<file path="src/rtl/tx_ser_pkg.sv">
package tx_ser_pkg;
  localparam int unsigned WORD_W_DEF = 10;
endpackage

</file>
<file path="src/rtl/tx_bit_timer.sv">
module tx_bit_timer (
  input  logic clk_i,
  input  logic rst_ni,
  input  logic rate_half_i,
  input  logic load_i,
  output logic bit_en_o,
  output logic rate_o
);
  logic rate_q, div_q;

  // rate latched only at a word boundary
  always_ff @(posedge clk_i or negedge rst_ni) begin
    if (!rst_ni) begin
      rate_q <= 1'b0;
      div_q  <= 1'b0;
    end else if (load_i) begin
      rate_q <= rate_half_i;
      div_q  <= 1'b0;
    end else if (rate_q) begin
      div_q  <= ~div_q;
    end
  end

  assign bit_en_o = ~rate_q | div_q;
  assign rate_o   = rate_q;

  p_rate_held_r9: assert property (@(posedge clk_i) disable iff (!rst_ni)
    !load_i |=> $stable(rate_o));
endmodule

</file>
<file path="src/rtl/tx_word_counter.sv">
module tx_word_counter #(
  parameter int unsigned WORD_W = tx_ser_pkg::WORD_W_DEF
) (
  input  logic clk_i,
  input  logic rst_ni,
  input  logic bit_en_i,
  output logic load_o,
  output logic word_clk_o
);
  localparam int unsigned CNT_W = $clog2(WORD_W);
  localparam logic [CNT_W-1:0] LAST   = CNT_W'(WORD_W - 1);
  localparam logic [CNT_W-1:0] HALF_M = CNT_W'(WORD_W / 2 - 1);

  logic [CNT_W-1:0] cnt_q;
  logic             wclk_q;
  logic             last;

  assign last   = (cnt_q == LAST);
  assign load_o = bit_en_i & last;

  always_ff @(posedge clk_i or negedge rst_ni) begin
    if (!rst_ni) begin
      cnt_q  <= LAST;
      wclk_q <= 1'b0;
    end else if (bit_en_i) begin
      if (last) begin
        cnt_q  <= '0;
        wclk_q <= 1'b1;
      end else begin
        cnt_q <= cnt_q + 1'b1;
        if (cnt_q == HALF_M) wclk_q <= 1'b0;
      end
    end
  end

  assign word_clk_o = wclk_q;

  p_load_single_r7: assert property (@(posedge clk_i) disable iff (!rst_ni)
    load_o |=> !load_o);
  p_wclk_rise_r3: assert property (@(posedge clk_i) disable iff (!rst_ni)
    load_o |=> word_clk_o);
  p_wclk_low_end_r3: assert property (@(posedge clk_i) disable iff (!rst_ni)
    load_o |-> !word_clk_o);
endmodule

</file>
<file path="src/rtl/tx_shift_reg.sv">
module tx_shift_reg #(
  parameter int unsigned WORD_W = tx_ser_pkg::WORD_W_DEF
) (
  input  logic              clk_i,
  input  logic              rst_ni,
  input  logic              load_i,
  input  logic              shift_i,
  input  logic [WORD_W-1:0] word_i,
  output logic              ser_o
);
  logic [WORD_W-1:0] sh_q;

  // LSB leaves first
  always_ff @(posedge clk_i or negedge rst_ni) begin
    if (!rst_ni)      sh_q <= '0;
    else if (load_i)  sh_q <= word_i;
    else if (shift_i) sh_q <= {1'b0, sh_q[WORD_W-1:1]};
  end

  assign ser_o = sh_q[0];

  p_capture_r1: assert property (@(posedge clk_i) disable iff (!rst_ni)
    load_i |=> sh_q == $past(word_i));
endmodule

</file>
<file path="src/rtl/tx_serializer.sv">
module tx_serializer #(
  parameter int unsigned WORD_W = tx_ser_pkg::WORD_W_DEF
) (
  input  logic              clk_i,
  input  logic              rst_ni,
  input  logic              rate_half_i,
  input  logic              ref_div20_i,
  input  logic [WORD_W-1:0] word_i,
  output logic              ser_o,
  output logic              word_clk_o,
  output logic              load_o
);
  logic bit_en, rate_act, load;

  tx_bit_timer i_timer (
    .clk_i      (clk_i),
    .rst_ni     (rst_ni),
    .rate_half_i(rate_half_i),
    .load_i     (load),
    .bit_en_o   (bit_en),
    .rate_o     (rate_act)
  );

  tx_word_counter #(.WORD_W(WORD_W)) i_cnt (
    .clk_i     (clk_i),
    .rst_ni    (rst_ni),
    .bit_en_i  (bit_en),
    .load_o    (load),
    .word_clk_o(word_clk_o)
  );

  tx_shift_reg #(.WORD_W(WORD_W)) i_sh (
    .clk_i  (clk_i),
    .rst_ni (rst_ni),
    .load_i (load),
    .shift_i(bit_en),
    .word_i (word_i),
    .ser_o  (ser_o)
  );

  assign load_o = load;

  p_idle_ref_ignored_r6: assert property (@(posedge clk_i) disable iff (!rst_ni)
    (!bit_en && rate_act && ref_div20_i != $past(ref_div20_i))
      |=> ($stable(ser_o) && $stable(word_clk_o)));
endmodule

</file>
<file path="config.mk">
export PLATFORM = sky130hd
export DESIGN_NAME = tx_serializer
export DESIGN_NICKNAME = d
export VERILOG_FILES = /design/src/rtl/tx_ser_pkg.sv /design/src/rtl/tx_bit_timer.sv /design/src/rtl/tx_word_counter.sv /design/src/rtl/tx_shift_reg.sv /design/src/rtl/tx_serializer.sv
export SDC_FILE = /design/constraint.sdc
export NUM_CORES = 1
export LEC_CHECK = 0
export BUFFER_PORTS_ARGS = -buffer_cell sky130_fd_sc_hd__buf_2
export CORE_MARGIN = 4
export CORE_UTILIZATION = 40
export CTS_BUF_LIST = sky130_fd_sc_hd__clkbuf_4 sky130_fd_sc_hd__clkbuf_8
export CTS_CLUSTER_DIAMETER = 30
export DETAILED_ROUTE_END_ITERATION = 12
export PLACE_DENSITY = 0.65
export SYNTH_ARGS = -nofsm -noshare
export SYNTH_HDL_FRONTEND = slang
export SYNTH_SLANG_ARGS = --single-unit
export TNS_END_PERCENT = 30
</file>
<file path="constraint.sdc">
create_clock -name clk_i -period 4.9 [get_ports clk_i]
set_clock_uncertainty 0.15 [all_clocks]
set_input_delay 0 -clock clk_i [delete_from_list [all_inputs] [get_ports clk_i]]
set_output_delay 0 -clock clk_i [all_outputs]
set_load 0.005 [all_outputs]
</file>
==> impl_metrics.ini <==
[logic_synthesis]
synth_nets = 91
synth_edf_count = 0
yosysUniqueCellTypes = 26
synth_common_cells = dfrtp_1, nor2_1, a21oi_1
syn-cell-area_um2 = 827.0
synth-main-ff-cell = dfrtp_1
ys_seq_area_share_pct = 51.74
synth.most_common_cell = dfrtp_1
ys_ff_latch = 17
synth_area_leader_cell = dfrtp_1
async_reset_ff_share_pct = 100.0
netlist_top_cells_area = dfrtp_1, mux2i_1, dfstp_2, a21oi_1, nor2_1
synth.avg_cell_area_um2 = 10.74
synth_warnings = 0
syn_inst = 77
yosysTopAreaCellShare_pct = 45.39

[sta]
final-hold-violation-count = 0
drv_slew = 0
fin_tns_setup_ns = 0
finalSetupViolCount = 0
max-slew-margin-rel_pct = 33.01
period_minus_slack_ns = 2.137
setup_ws_ns = 2.763
period_share_pct = 43.60
rsz0062_at_grt = false
max_freq_mhz = 468.0
worst_pin_slew_ns = 1.005

[finish]
nNetsFinal = 117
design_area_um2 = 1027
fillers = 204
diodes = 0
regArea_um2 = 427.9
multi_input_area_um2 = 332.8
drive_gt1_share_pct = 23.53
fin_cells = 129
area_delta_synth_final_pct = 24.21

[hold_path]
hp-class = primary input to async pin

[worst_setup_path]
crit_type = register to primary output
crit_slowest_cell = and4bb_1
cpPeakStageDelay_ns = 0.70
startpoint_type = register
reg2reg_depth = 3
setup.worst_path.end = load_o
worst_setup_path_end_kind = primary output
r2r_slack_ns = 2.89
path_max_fanout = 14
critical_path_required_ns = 4.75
rr_startpoint = i_cnt.cnt_q[0]$_DFFE_PN1P_
critical_path.cell_chain = and4bb_1 -> and2_2 -> buf_2
r2r-end = i_sh.sh_q[4]$_DFFE_PN0P_
startpoint = i_cnt.cnt_q[0]$_DFFE_PN1P_
crit_arrival_ns = 1.99

[placement]
dpl_cell_area_um2 = 877.1
dp.cells = 113
dp_worst_setup_slack_ns = 2.901
dpl.hpwl_um = 946.4
gp_congestion = 0.7043
port_buffers = 15

[outcome]
status = completed

[global_routing]
grt_overflow = 0
grt_pass1_wl_um = 2477
antenna_found_initial = 0
grtUsageTotal_pct = 12.40
grt_pass1_vias = 578
grt_max_degree = 31

[routing]
wl_per_cell_um = 11.37
routed-via-count = 629
drc = 0
routed_via_density = 4.876
drtIter0Drc = 11
drtPass1Iterations = 4
wl_um = 1467
ant_nets = 0

[clock_network]
cts_buffers = 3
cts_tree = yes
root_buffer = clkbuf_4
path_clk_slew_ns = 0.10
cts_sinks = 17
htree_levels = 1
clk_path_buf_depth = 2
post_cts.repair.setup_buffers = 0
clock_latency_ns = 0.28

[die]
rows = 16
core_area_um2 = 1962
io_pins = 17
die-area_um2 = 2859
die_y_um = 53.47
initial_utilization_pct = 42.16
die_w_um = 53.47

[pwr]
leakage_uw = 0.0004370
powerDensity_nw_per_um2 = 553.3
ir_drop_mv = 0.2750

[run]
cap_violations = 0
==> where the power goes <==
part	switching [uW]	internal (uW)
combinational	117	109
sequential	49.6	215
clock	40.2	37.1
total	207	361
==> stage by stage <==
stage               power [uW]  hold slack (ns)  utilization (%)
detailed placement       487.2          -0.2088            44.71
floorplan                460.5          -0.4456                -
global route             619.2          0.05251            52.36
finish                   568.4        0.0003409            52.36
global placement         476.8          -0.2079            44.71
CTS                      574.2          0.01747            52.36
==> cells in the final DEF (no fill, tap or decap), types with 3 or more instances in the layout <==
cell type and instances:
buf_2 15, nor2_1 11, dfrtp_1 15, a21oi_1 10, nand3_1 3, clkbuf_4 4
dlygate4sd3_1 12, nand2b_1 3, mux2i_1 9
==> per-layer routing <==
layer  global-route usage (%)  up-vias  wire [um]
met4                    8.936        0         27
met5                        0        -          0
li1                         -      315          -
met3                    1.690        2         62
met1                    15.56      292        657
met2                    19.18       20        719
==> cell families (layout without fill, tap and decap cells) <==
kind of cell | after synthesis | in the layout | share of synthesized area [%]
AND/OR/NAND/NOR | 24 | 24 | 15.13
AO/OA/AOI/OAI | 17 | 17 | 12.10
flip-flops | 17 | 17 | 51.74
multiplexers | 9 | 9 | 10.89
buffers and inverters | 8 | 33 | 8.018
XOR/XNOR | 2 | 2 | 2.118
==> flip-flops by register name, summed over array words and instances, names as in the netlist <==
register / flops
i_cnt.word_clk_o: 1
i_sh.sh_q: 10
i_timer.rate_o: 1
i_cnt.cnt_q: 4
i_timer.div_q: 1
==> cell type report <==
cell class | instances | share of cell area [%]
inverter | 2 | 0.7308
clock buffer | 4 | 2.923
multi-input combinational | 52 | 32.40
sequential | 17 | 41.66
tap | 27 | 3.289
timing repair buffer | 27 | 19.00
==> how the worst min path moves through the flow <==
stage / endpoint / startpoint / slack (ns) / cells after the start
final: i_cnt.cnt_q[2]$_DFFE_PN0P_ / rst_ni / 0.0003 / 2
after detailed placement: i_cnt.cnt_q[2]$_DFFE_PN0P_ / rst_ni / -0.21 / 1
after floorplan: i_cnt.cnt_q[1]$_DFFE_PN0P_ / rst_ni / -0.45 / 0
after global placement: i_cnt.cnt_q[2]$_DFFE_PN0P_ / rst_ni / -0.21 / 1
after global routing: i_cnt.cnt_q[2]$_DFFE_PN0P_ / rst_ni / 0.05 / 2
after CTS: i_cnt.cnt_q[2]$_DFFE_PN0P_ / rst_ni / 0.02 / 2
==> what timing repair did <==
item                                   4_1_cts  5_1_grt
hold buffers                                12        0
gates resized for setup                      0        0
endpoints found under the hold margin       28        0
==> critical path, delay by kind of cell (launching register included) <==
kind	cells	cell delay [ns]
buf+inv	1	0.11
flops	1	0.63
simple gates	2	0.96
(Power assumes the default switching activity.)
